File: src/rtl/freq_track_pkg.sv
// Shared constants and gain-clamp helpers for the carrier offset tracking loop.
package freq_track_pkg;
    localparam int KI_FLOOR = 8;
    localparam int KP_FLOOR = 2;
    localparam int LEAK_BASE = 4;

    // Raise an integral shift code below the stability floor to the floor.
    function automatic logic [3:0] clamp_ki(input logic [3:0] code);
        return (code < 4'(KI_FLOOR)) ? 4'(KI_FLOOR) : code;
    endfunction

    // Raise a proportional shift code below the stability floor to the floor.
    function automatic logic [2:0] clamp_kp(input logic [2:0] code);
        return (code < 3'(KP_FLOOR)) ? 3'(KP_FLOOR) : code;
    endfunction
endpackage

File: src/rtl/ftl_envelope.sv
// Extreme tracker: follows the maximum and the minimum of the sample stream,
// attacking by diff>>>peak and decaying toward the midpoint by dist>>>(leak+4).
// Assumes the maximum never drops below the minimum (both start at zero).
module ftl_envelope
    import freq_track_pkg::*;
#(
    parameter int SW = 12
) (
    input  logic                 clk,
    input  logic                 rst_n,
    input  logic                 clr,
    input  logic                 upd,
    input  logic signed [SW-1:0] sample,
    input  logic [2:0]           peak,
    input  logic [2:0]           leak,
    output logic signed [SW-1:0] center
);
    localparam int EW = SW + 1;

    logic signed [SW-1:0] hi_q, lo_q;
    logic signed [EW-1:0] sum, hi_x, lo_x, smp_x, ctr_x, hi_n, lo_n;
    logic [3:0]           lsh;

    // Midpoint of the two extremes (arithmetic floor).
    always_comb begin
        hi_x   = {hi_q[SW-1], hi_q};
        lo_x   = {lo_q[SW-1], lo_q};
        smp_x  = {sample[SW-1], sample};
        sum    = hi_x + lo_x;
        center = sum[EW-1:1];
        ctr_x  = {center[SW-1], center};
        lsh    = 4'(leak) + 4'(LEAK_BASE);
    end

    // Next values of the extremes: attack when exceeded, otherwise leak.
    always_comb begin
        if (smp_x > hi_x) hi_n = hi_x + ((smp_x - hi_x) >>> peak);
        else              hi_n = hi_x - ((hi_x - ctr_x) >>> lsh);
        if (smp_x < lo_x) lo_n = lo_x - ((lo_x - smp_x) >>> peak);
        else              lo_n = lo_x + ((ctr_x - lo_x) >>> lsh);
    end

    // Extreme registers with clear and update strobe.
    always_ff @(posedge clk) begin
        if (!rst_n || clr) begin
            hi_q <= '0;
            lo_q <= '0;
        end else if (upd) begin
            hi_q <= hi_n[SW-1:0];
            lo_q <= lo_n[SW-1:0];
        end
    end
endmodule

File: src/rtl/ftl_pi.sv
// Proportional-integral controller with shift gains and saturating integrator.
// Assumes AW exceeds EW so a shifted error always fits the integrator.
module ftl_pi #(
    parameter int EW = 13,
    parameter int AW = 18
) (
    input  logic                 clk,
    input  logic                 rst_n,
    input  logic                 clr,
    input  logic                 upd,
    input  logic                 hold,
    input  logic signed [EW-1:0] err,
    input  logic [3:0]           ki_sh,
    input  logic [2:0]           kp_sh,
    output logic signed [AW-1:0] corr
);
    localparam int XW = AW + 2;
    localparam logic signed [XW-1:0] MAXV = XW'({1'b0, {(AW-1){1'b1}}});
    localparam logic signed [XW-1:0] MINV = -MAXV - XW'(1);

    logic signed [AW-1:0] integ_q, integ_n, corr_n;
    logic signed [XW-1:0] err_x, i_step, p_step;

    // Clip a wide value to the signed AW-bit range.
    function automatic logic signed [AW-1:0] sat(input logic signed [XW-1:0] v);
        if (v > MAXV)      return MAXV[AW-1:0];
        else if (v < MINV) return MINV[AW-1:0];
        else               return v[AW-1:0];
    endfunction

    // Gain steps and saturated next values.
    always_comb begin
        err_x   = {{(XW-EW){err[EW-1]}}, err};
        i_step  = err_x >>> ki_sh;
        p_step  = err_x >>> kp_sh;
        integ_n = sat({{2{integ_q[AW-1]}}, integ_q} + i_step);
        corr_n  = sat({{2{integ_n[AW-1]}}, integ_n} + p_step);
    end

    // Integrator and correction registers; held while locked.
    always_ff @(posedge clk) begin
        if (!rst_n || clr) begin
            integ_q <= '0;
            corr    <= '0;
        end else if (upd && !hold) begin
            integ_q <= integ_n;
            corr    <= corr_n;
        end
    end
endmodule

File: src/rtl/freq_track_loop.sv
// Top of the carrier offset tracking loop: extreme tracker, error against the
// target, and PI controller. Assumes samples and target share one signed scale.
module freq_track_loop
    import freq_track_pkg::*;
#(
    parameter int SAMPLE_W = 12,
    parameter int ACC_W    = 18
) (
    input  logic                       clk,
    input  logic                       rst_n,
    input  logic                       enable_i,
    input  logic                       lock_i,
    input  logic                       valid_i,
    input  logic signed [SAMPLE_W-1:0] sample_i,
    input  logic signed [SAMPLE_W-1:0] target_i,
    input  logic [3:0]                 ki_i,
    input  logic [2:0]                 kp_i,
    input  logic [2:0]                 peak_i,
    input  logic [2:0]                 leak_i,
    output logic signed [ACC_W-1:0]    corr_o,
    output logic signed [SAMPLE_W:0]   err_o
);
    localparam int EW = SAMPLE_W + 1;

    logic signed [SAMPLE_W-1:0] center;
    logic                       upd, clr;

    // Update strobe and clear derived from enable and valid.
    always_comb begin
        upd   = enable_i && valid_i;
        clr   = !enable_i;
        err_o = {center[SAMPLE_W-1], center} - {target_i[SAMPLE_W-1], target_i};
    end

    ftl_envelope #(.SW(SAMPLE_W)) u_env (
        .clk(clk), .rst_n(rst_n), .clr(clr), .upd(upd),
        .sample(sample_i), .peak(peak_i), .leak(leak_i), .center(center)
    );

    ftl_pi #(.EW(EW), .AW(ACC_W)) u_pi (
        .clk(clk), .rst_n(rst_n), .clr(clr), .upd(upd), .hold(lock_i),
        .err(err_o), .ki_sh(clamp_ki(ki_i)), .kp_sh(clamp_kp(kp_i)),
        .corr(corr_o)
    );
endmodule

File: config.mk
export PLATFORM = sky130hd
export DESIGN_NAME = freq_track_loop
export DESIGN_NICKNAME = d
export VERILOG_FILES = /design/src/rtl/freq_track_pkg.sv /design/src/rtl/ftl_envelope.sv /design/src/rtl/ftl_pi.sv /design/src/rtl/freq_track_loop.sv
export SDC_FILE = /design/constraint.sdc
export NUM_CORES = 1
export LEC_CHECK = 0
export BUFFER_PORTS_ARGS = -buffer_cell sky130_fd_sc_hd__buf_2
export CAP_MARGIN = 20
export CELL_PAD_IN_SITES_DETAIL_PLACEMENT = 1
export CELL_PAD_IN_SITES_GLOBAL_PLACEMENT = 2
export CORE_MARGIN = 2
export CORE_UTILIZATION = 33
export DETAILED_ROUTE_END_ITERATION = 8
export PLACE_DENSITY_LB_ADDON = 0.1
export SYNTH_ARGS = -nofsm -noshare
export SYNTH_HDL_FRONTEND = slang
export SYNTH_SLANG_ARGS = --single-unit
File: constraint.sdc
create_clock -name clk -period 11.6 [get_ports clk]
set_input_delay 0.58 -clock clk [delete_from_list [all_inputs] [get_ports clk]]
set_output_delay 0.58 -clock clk [all_outputs]
set_load 0.02 [all_outputs]
---- Yosys cells after proc, flatten, opt, wreduce, memory -nomap -nowiden ----
Cells that the tools add are included.
word-level totals
  flip-flop bits (word level) ............. 60
  output and inout port bits .............. 31
  word-level logic and storage cells ...... 45
cells by class
  shifts and indexed selects .............. 6
  $add $sub $neg .......................... 13
  muxes and demuxes ....................... 8
  $lt $le $gt $ge ......................... 8
  reduce and logical (&&, ||, !) cells .... 6
operator list
  cell                                                             count
  2-to-1 mux 18 bit                                                4
  subtractor 12 x 12 -> 13 bit                                     5
  adder 20 bit                                                     2
  greater-than comparator 20 x 18 -> 1 bit, second input constant  2
  < comparator 20 x 18 -> 1 bit, second input constant             2
  >>> shifter 13 x 3 -> 12 bit                                     2
  >>> shifter 13 x 4 -> 12 bit                                     2
  adder 12 bit                                                     2
  2-to-1 mux 12 bit                                                2
  subtractor 12 bit                                                2
  >>> shifter 13 x 3 -> 20 bit                                     1
  >>> shifter 13 x 4 -> 20 bit                                     1
  adder 12 x 12 -> 13 bit                                          1
  greater-than comparator 12 bit                                   1
  < comparator 12 bit                                              1
  adder 3 x 3 -> 4 bit, second input constant                      1
  < comparator 4 bit, second input constant                        1
  2-to-1 mux 4 bit                                                 1
  zero test 1 bit                                                  3
  < comparator 3 x 2 -> 1 bit, second input constant               1
  2-to-1 mux 3 bit                                                 1
  logical AND 1 bit                                                2
  logical OR 1 bit                                                 1

---- Longest topological paths before layout ----
Gate-level depths: netlist of run 1.
  word-level depth ........................ 11
  depth in mapped cells ................... 47
  mapped depth without buffers ............ 44

---- Hierarchy ----
Synthesis of run 1 repeated with hierarchy kept, for this count alone.
unflattened totals
  cells, all modules ...................... 1846
  area, all modules ....................... 13220.2 um2
by module, submodules not included
  module           instances  area each (um2)  cells an instance
  ftl_envelope     1          7817.5           1117
  ftl_pi           1          4672.0           626
  freq_track_loop  1          730.7            103

---- Worst setup path before layout of run 1 ----
Ideal clock, no wire load.
  path kind ............................... register -> register
  start point ............................. reg u_env.lo_q[1]
  end point ............................... reg u_pi.corr[10]
  slack ................................... 2.488 ns
  stages on the path, launching flop included .. 47
  setup time .............................. 0.122 ns
  data required time ...................... 11.478 ns
  arrival time ............................ 8.990 ns
  path buffers ............................ 3
  path through ............................ dfxtp_1 > inv_1 > fa_1 > inv_1 > a21oi_1 > o21bai_1 > a21oi_1 > o21bai_1 > a21oi_1 > o21bai_1 > a21oi_1 > o21bai_1 > xor2_1 > ha_1 > buf_4 > a21o_1 > or4_1 > nand3_1 > [... 11 more ...] > a21oi_2 > a41o_1 > a21oi_2 > clkbuf_1 > a21o_1 > ha_1 > a21o_1 > a21oi_1 > inv_1 > a21oi_1 > maj3_1 > a21oi_1 > a211o_1 > a21oi_1 > mux2i_1 > a211oi_4 > buf_6 > a21oi_2
between the ends
  longest elaborated chain between the ends .. 11
  elaborated cells on any way between the ends .. 14
RTL lines
  item                            line                   text
  start, declared                 ftl_envelope.sv:20     logic signed [SW-1:0] hi_q, lo_q;
  start signal, assigned          ftl_envelope.sv:50     lo_q <= lo_n[SW-1:0];
  adder 12 x 12 -> 13 bit *       ftl_envelope.sv:29     sum = hi_x + lo_x;
  subtractor 12 x 12 -> 13 bit *  freq_track_loop.sv:32  err_o = {center[SAMPLE_W-1], center} - {target_i[SAMPLE_W-1], target_i};
  net err_o[10]                   freq_track_loop.sv:21  output logic signed [SAMPLE_W:0] err_o
  >>> shifter 13 x 4 -> 20 bit *  ftl_pi.sv:34           i_step = err_x >>> ki_sh;
  adder 20 bit *                  ftl_pi.sv:36           integ_n = sat({{2{integ_q[AW-1]}}, integ_q} + i_step);
  < comparator 20 x 18 -> 1 bit   ftl_pi.sv:27           else if (v < MINV) return MINV[AW-1:0];
  2-to-1 mux 18 bit               ftl_pi.sv:27
  2-to-1 mux 18 bit *             ftl_pi.sv:26           if (v > MAXV) return MAXV[AW-1:0];
  net u_pi.integ_n[1]             ftl_pi.sv:21           logic signed [AW-1:0] integ_q, integ_n, corr_n;
  adder 20 bit *                  ftl_pi.sv:37           corr_n = sat({{2{integ_n[AW-1]}}, integ_n} + p_step);
  < comparator 20 x 18 -> 1 bit   ftl_pi.sv:27
  2-to-1 mux 18 bit               ftl_pi.sv:27
  2-to-1 mux 18 bit *             ftl_pi.sv:26
  end signal, assigned            ftl_pi.sv:47           corr <= corr_n;
  end, declared                   ftl_pi.sv:15           output logic signed [AW-1:0] corr
Mark *: on every way through the listed nets, which the timed path passes. The rest lies on a longest branch.
A chain may end at the register's enable or synchronous reset.

---- Worst setup path in the final report of run 1 ----
  start point ............................. reg u_env.lo_q[1]
  end point ............................... reg u_pi.corr[7]
between the ends
  longest elaborated chain between the ends .. 11
  elaborated cells on any way between the ends .. 14
RTL lines
  item                            line
  adder 12 x 12 -> 13 bit *       ftl_envelope.sv:29
  subtractor 12 x 12 -> 13 bit *  freq_track_loop.sv:32
  >>> shifter 13 x 4 -> 20 bit *  ftl_pi.sv:34
  adder 20 bit *                  ftl_pi.sv:36
  < comparator 20 x 18 -> 1 bit   ftl_pi.sv:27
  2-to-1 mux 18 bit               ftl_pi.sv:27
  2-to-1 mux 18 bit *             ftl_pi.sv:26
  net u_pi.integ_n[1]             ftl_pi.sv:21
  adder 20 bit *                  ftl_pi.sv:37
  < comparator 20 x 18 -> 1 bit   ftl_pi.sv:27
  2-to-1 mux 18 bit               ftl_pi.sv:27
  2-to-1 mux 18 bit *             ftl_pi.sv:26
Marks and branches as above.

==> results of run 1 <==
metrics by stage:
step | util [%] | cells | area, um2 | worst slack, ps
finish | 36.56 | 2071 | 12540 | 1111
global route | 36.56 | 2071 | 12540 | 81.76
CTS | 36.48 | 2069 | 12510 | 688.9
detailed placement | 35.59 | 2053 | 12200 | 706.6
global placement | 35.59 | 2053 | 12200 | 1126
floorplan | - | 1574 | 11420 | 2488
worst max-delay path: cells and delay by family (launching register included):
family / cells / cell delay [ps]
buffers and inverters: 5 / 770
DFF: 1 / 550
muxes: 1 / 160
AOI/OAI and AO/OA: 29 / 6540
xor gates and xnor gates: 1 / 290
and+or+nand+nor: 3 / 370
adders and majority gates: 5 / 1650
worst paths after layout:
kind,start,end,slack [ps]
worst max-delay path,u_env.lo_q[1],u_pi.corr[7],1110
worst min-delay path,u_pi.integ_q[8],u_pi.integ_q[8],460
worst max register to register,u_env.lo_q[1],u_pi.corr[7],1110
worst min register to register,u_pi.integ_q[8],u_pi.integ_q[8],460
registers in the layout, summed over array words and instances (netlist names):
name / cells
u_env.hi_q: 12
u_env.lo_q: 12
u_pi.corr: 18
u_pi.integ_q: 18
cell type report:
class / count / area (um2)
timing repair buffer: 84 / 462.9
clock buffer: 9 / 225.2
inverter: 126 / 473.0
tap: 455 / 569.3
sequential: 60 / 1201
fill: 4289 / 21750
clock inverter: 7 / 80.08
multi-input combinational: 1330 / 9524
metal layers:
metal	global-route usage, %	vias up
met5	0	-
met4	3.459	0
met3	2.878	22
met2	36.54	190
met1	35.23	5684
li1	-	5826
kinds of logic after synthesis:
family | after synthesis
AO/OA/AOI/OAI | 545
XOR/XNOR | 95
adder cells (fa/ha/maj) | 139
buffers and inverters | 184
flip-flops | 60
multiplexers | 62
AND/OR/NAND/NOR | 489
synthesized netlist by cell type, types with 26 or more instances:
| library cell | count | area share (%) |
|---|---|---|
| a211oi_1 | 30 | 2.0 |
| a21o_1 | 40 | 2.6 |
| a21oi_1 | 148 | 6.5 |
| clkbuf_1 | 49 | 1.6 |
| dfxtp_1 | 60 | 11 |
| ha_1 | 129 | 14 |
| inv_1 | 123 | 4.0 |
| mux2i_1 | 45 | 3.9 |
| nand2_1 | 158 | 5.2 |
| nand3_1 | 30 | 1.3 |
| nor2_1 | 122 | 4.0 |
| nor2b_1 | 26 | 1.4 |
| nor3_1 | 38 | 1.7 |
| o21ai_0 | 97 | 4.3 |
| xnor2_1 | 63 | 4.8 |
| xor2_1 | 31 | 2.4 |
repair_timing:
item                                   4_1_cts  5_1_grt
setup endpoints to repair                    0       17
buffers inserted                             0        2
endpoints found under the hold margin        0        0
==> results.py, run 1 <==
metrics = {
    "global_route": {
        "grt-ovfl-total": 0,
        "grt_max_degree": 41,
        "grt_pass1_vias": 11814,
        "antenna_found_initial": 1,
        "grt_pass1_wl_mm": 66.70,
        "grt_use_total_pct": 23.54,
    },
    "die": {
        "start_util_pct": 33.31,
        "dieArea_mm2": 0.03611,
        "coreArea_mm2": 0.03429,
        "die_w_um": 190.0,
        "rows": 68,
        "die_height_um": 190.0,
        "io_pins": 73,
    },
    "worst_setup_path": {
        "r2r_cells": 44,
        "cp-start-kind": "register",
        "crit_slowest_cell": "a21oi_2",
        "cpMostUsedCell": "a21oi_1",
        "critPathMaxFanout": 17,
        "required_ps": 11830,
        "cp-end-kind": "register",
        "arrival_ps": 10720,
        "critPathKind": "reg2reg",
        "crit_path_max_incr_delay_ps": 620,
    },
    "finish": {
        "final_common_cell": "nand2_1",
        "nNetsFinal": 1791,
        "syn2layout_area_growth_pct": 9.761,
        "drive_above_1_share_pct": 11.57,
        "final_cell_mix": "158 x nand2_1, 148 x a21oi_1, 129 x ha_1",
        "diodes": 0,
    },
    "yosys": {
        "yosysSeqAreaShare_pct": 10.52,
        "synthMuxAreaShare_pct": 6.738,
        "synth-simple-area-share_pct": 20.50,
        "yosysWarnings": 0,
        "syn_area_mm2": 0.01142,
        "synth_edf_count": 0,
        "synth_flop_cell": "dfxtp_1",
        "synth_xor_area_share_pct": 7.351,
        "netlist_instances": 1574,
        "avgSynthCellArea_um2": 7.256,
        "synth_compound_area_share_pct": 32.94,
        "synth_top_family_by_area": "compound AO/OA/AOI/OAI gates",
        "yosys.area_share.adder_pct": 15.80,
        "async_flop_share_pct": 0,
        "yosysUniqueCellTypes": 100,
        "synth_nets": 1754,
        "synth.ff_latch_count": 60,
    },
    "routing": {
        "wl_met1_mm": 22.45,
        "wl_met3_mm": 1.532,
        "top_layer": "met4",
        "dr_wl_met2_mm": 17.92,
        "drc_errors": 0,
        "num_vias": 11722,
        "viasPerCell": 5.660,
        "drtIter0Drc": 569,
        "wl_per_cell_um": 20.42,
        "first_pass_iters": 5,
        "postRouteAntennaNets": 0,
        "routed_wl_mm": 42.29,
    },
    "placement": {
        "port_buffers": 72,
        "gp_congestion": 0.8448,
        "hpwl_mm": 34.32,
    },
    "clock_network": {
        "clkSinkCount": 60,
        "path_clk_slew_ps": 60,
        "cts-resized-gates": 0,
        "insertion_delay_ps": 350,
        "cts_buffer_depth": 2,
        "tritoncts": "yes",
        "cts-root-buf": "clkbuf_16",
        "cts_buffers": 9,
        "ctsHoldBuffers": 0,
        "htreeDepth": 3,
    },
    "timing": {
        "drv_slew": 0,
        "hold_viol_final": 0,
        "finalCritPeriodShare_pct": 90.42,
        "finalSetupViolations": 0,
        "relSlewSlack_pct": 40.72,
        "finalSetupTns_ps": 0,
        "rsz0062_at_grt": "false",
        "worst_pin_slew_ps": 888.2,
        "fmax_mhz": 95.34,
        "period_minus_slack_ps": 10490,
        "skew_ps": 12.20,
        "holdWs_ps": 460.6,
    },
    "worst_hold_path": {
        "worstHoldPathCells": 2,
        "hold_class": "reg2reg",
    },
    "run": {
        "cap_violations": 0,
    },
    "run_status": {
        "status": "finished, final reports clean",
    },
}
Power of run 1 is left out: the tool's default activity adds up to more than one toggle a clock period on the data nets, which glitch-free logic cannot reach.
==> inputs of run 2 (changes only) <==
--- a/config.mk
+++ b/config.mk
@@ -6,13 +6,12 @@
 export NUM_CORES = 1
 export LEC_CHECK = 0
 export BUFFER_PORTS_ARGS = -buffer_cell sky130_fd_sc_hd__buf_2
-export CAP_MARGIN = 20
 export CELL_PAD_IN_SITES_DETAIL_PLACEMENT = 1
 export CELL_PAD_IN_SITES_GLOBAL_PLACEMENT = 2
 export CORE_MARGIN = 2
 export CORE_UTILIZATION = 33
 export DETAILED_ROUTE_END_ITERATION = 8
-export PLACE_DENSITY_LB_ADDON = 0.1
+export PLACE_DENSITY = 0.84
 export SYNTH_ARGS = -nofsm -noshare
 export SYNTH_HDL_FRONTEND = slang
 export SYNTH_SLANG_ARGS = --single-unit
==> constraint.sdc (replaced) <==
create_clock -name clk -period 11.6 [get_ports clk]
set_input_delay 0.58 -clock clk [delete_from_list [all_inputs] [get_ports clk]]
set_output_delay 0.58 -clock clk [all_outputs]
set_load 0.05 [all_outputs]
==> results.py, run 2 (synthesized netlist as in run 1, its figures left out) <==
metrics = {
    "timing": {
        "period_minus_slack_ps": 10360,
        "fmax_mhz": 96.52,
        "worst_pin_slew_ps": 922.1,
        "finalSetupViolations": 0,
        "drv_slew": 0,
        "rsz0062_at_grt": "false",
        "relSlewSlack_pct": 38.46,
        "hold_viol_final": 0,
        "finalSetupTns_ps": 0,
        "finalCritPeriodShare_pct": 89.32,
        "skew_ps": 12.82,
    },
    "worst_hold_path": {
        "min_to": "u_pi.integ_q[16]",
        "worstHoldPathCells": 2,
        "hp-start": "u_pi.integ_q[16]",
        "hold_class": "reg2reg",
    },
    "routing": {
        "first_pass_iters": 7,
        "wl_met3_mm": 1.007,
        "viasPerCell": 5.703,
        "postRouteAntennaNets": 0,
        "dr_wl_met2_mm": 19.51,
        "wl_per_cell_um": 19.25,
        "num_vias": 11799,
        "routed_wl_mm": 39.83,
        "wl_met1_mm": 18.17,
        "drtIter0Drc": 573,
        "top_layer": "met4",
        "drc_errors": 0,
    },
    "worst_setup_path": {
        "r2r_cells": 41,
        "cp-start-kind": "register",
        "reg2reg_from": "u_env.lo_q[1]",
        "arrival_ps": 10650,
        "required_ps": 11890,
        "cp-end-kind": "register",
        "reg2reg_to": "u_pi.corr[16]",
        "ff2ff_setup_slack_ps": 1240,
        "critPathTopFamily": "compound AO/OA/AOI/OAI gates",
        "path_buf_inv": 3,
        "crit_slowest_cell": "o21ai_2",
        "critPathKind": "reg2reg",
        "crit_path_max_incr_delay_ps": 640,
        "critPathMaxFanout": 17,
        "cpMostUsedCell": "a21oi_1",
    },
    "clock_network": {
        "insertion_delay_ps": 360,
        "cts-root-buf": "clkbuf_16",
        "cts_buffers": 9,
        "path_clk_slew_ps": 60,
        "cts_buffer_depth": 2,
        "htreeDepth": 3,
        "ctsHoldBuffers": 0,
        "post_cts_buffers": 0,
        "cts-resized-gates": 0,
        "clkSinkCount": 60,
        "tritoncts": "yes",
    },
    "finish": {
        "top_regs": "u_pi.corr (18), u_pi.integ_q (18)",
        "nNetsFinal": 1789,
        "final_common_cell": "nand2_1",
        "final_cell_mix": "158 x nand2_1, 148 x a21oi_1, 129 x ha_1",
        "final_util_pct": 36.52,
        "diodes": 0,
        "drive_above_1_share_pct": 11.46,
        "finish.cell_count_without_fillers": 2069,
        "syn2layout_area_growth_pct": 9.652,
    },
    "placement": {
        "gp_congestion": 0.8840,
        "dp_cells": 2051,
        "hpwl_mm": 32.41,
        "port_buffers": 72,
    },
    "run": {
        "cap_violations": 0,
    },
    "die": {
        "io_pins": 73,
        "rows": 68,
        "start_util_pct": 33.31,
        "coreArea_mm2": 0.03429,
        "die_w_um": 190.0,
        "dieArea_mm2": 0.03611,
        "die_height_um": 190.0,
    },
    "global_route": {
        "grt_use_total_pct": 22.37,
        "grt_pass1_vias": 12203,
        "grt_max_degree": 41,
        "grt-ovfl-total": 0,
        "grt_pass1_wl_mm": 64.69,
        "antenna_found_initial": 1,
    },
    "run_status": {
        "status": "finished, final reports clean",
    },
}
==> run 2: worst max-delay path by stage <==
stage	startpoint	slack, ps	endpoint	cells after the start
after floorplan	u_env.lo_q[1]	2340	u_pi.corr[10]	46
after CTS	u_env.lo_q[1]	770	u_pi.corr[15]	43
final	u_env.lo_q[1]	1240	u_pi.corr[16]	41
after global placement	u_env.lo_q[1]	1380	u_pi.corr[13]	43
after detailed placement	u_env.lo_q[1]	840	u_pi.corr[1]	43
after global routing	u_env.lo_q[1]	170	u_pi.corr[16]	42
==> run 2: metal layers <==
layer / vias to the layer above / global-route usage, %
met1: 5784 / 28.34
met3: 51 / 2.749
li1: 5821 / -
met2: 143 / 39.35
met5: - / 0
met4: 0 / 7.007
==> run 2: cell type report <==
class / instances / area (um2)
flip-flops and latches: 60 / 1201
clock inverters: 7 / 82.58
repair buffers: 82 / 447.9
fillers: 4326 / 21760
multi-input cells: 1330 / 9524
inverters: 126 / 473.0
well taps: 455 / 569.3
clock buffers: 9 / 225.2
==> run 2: per-stage QoR <==
stage / area (um2) / hold WS [ps] / worst slack [ps]
6_report: 12520 / 463.4 / 1239
5_1_grt: 12520 / 497.5 / 166.9
4_1_cts: 12500 / 469.7 / 771.7
3_5_place_dp: 12190 / 461.3 / 843.0
3_3_place_gp: 12190 / 448.9 / 1380
2_1_floorplan: 11420 / 440.6 / 2341
==> run 2: tightest hold or removal path, delay by kind of cell, from the launching register on <==
kind / cells / cell delay [ps]
flip-flops: 1 / 310
AO/OA/AOI/OAI: 1 / 50
AND/OR/NAND/NOR: 1 / 50
Power of run 2 is left out for the same reason.
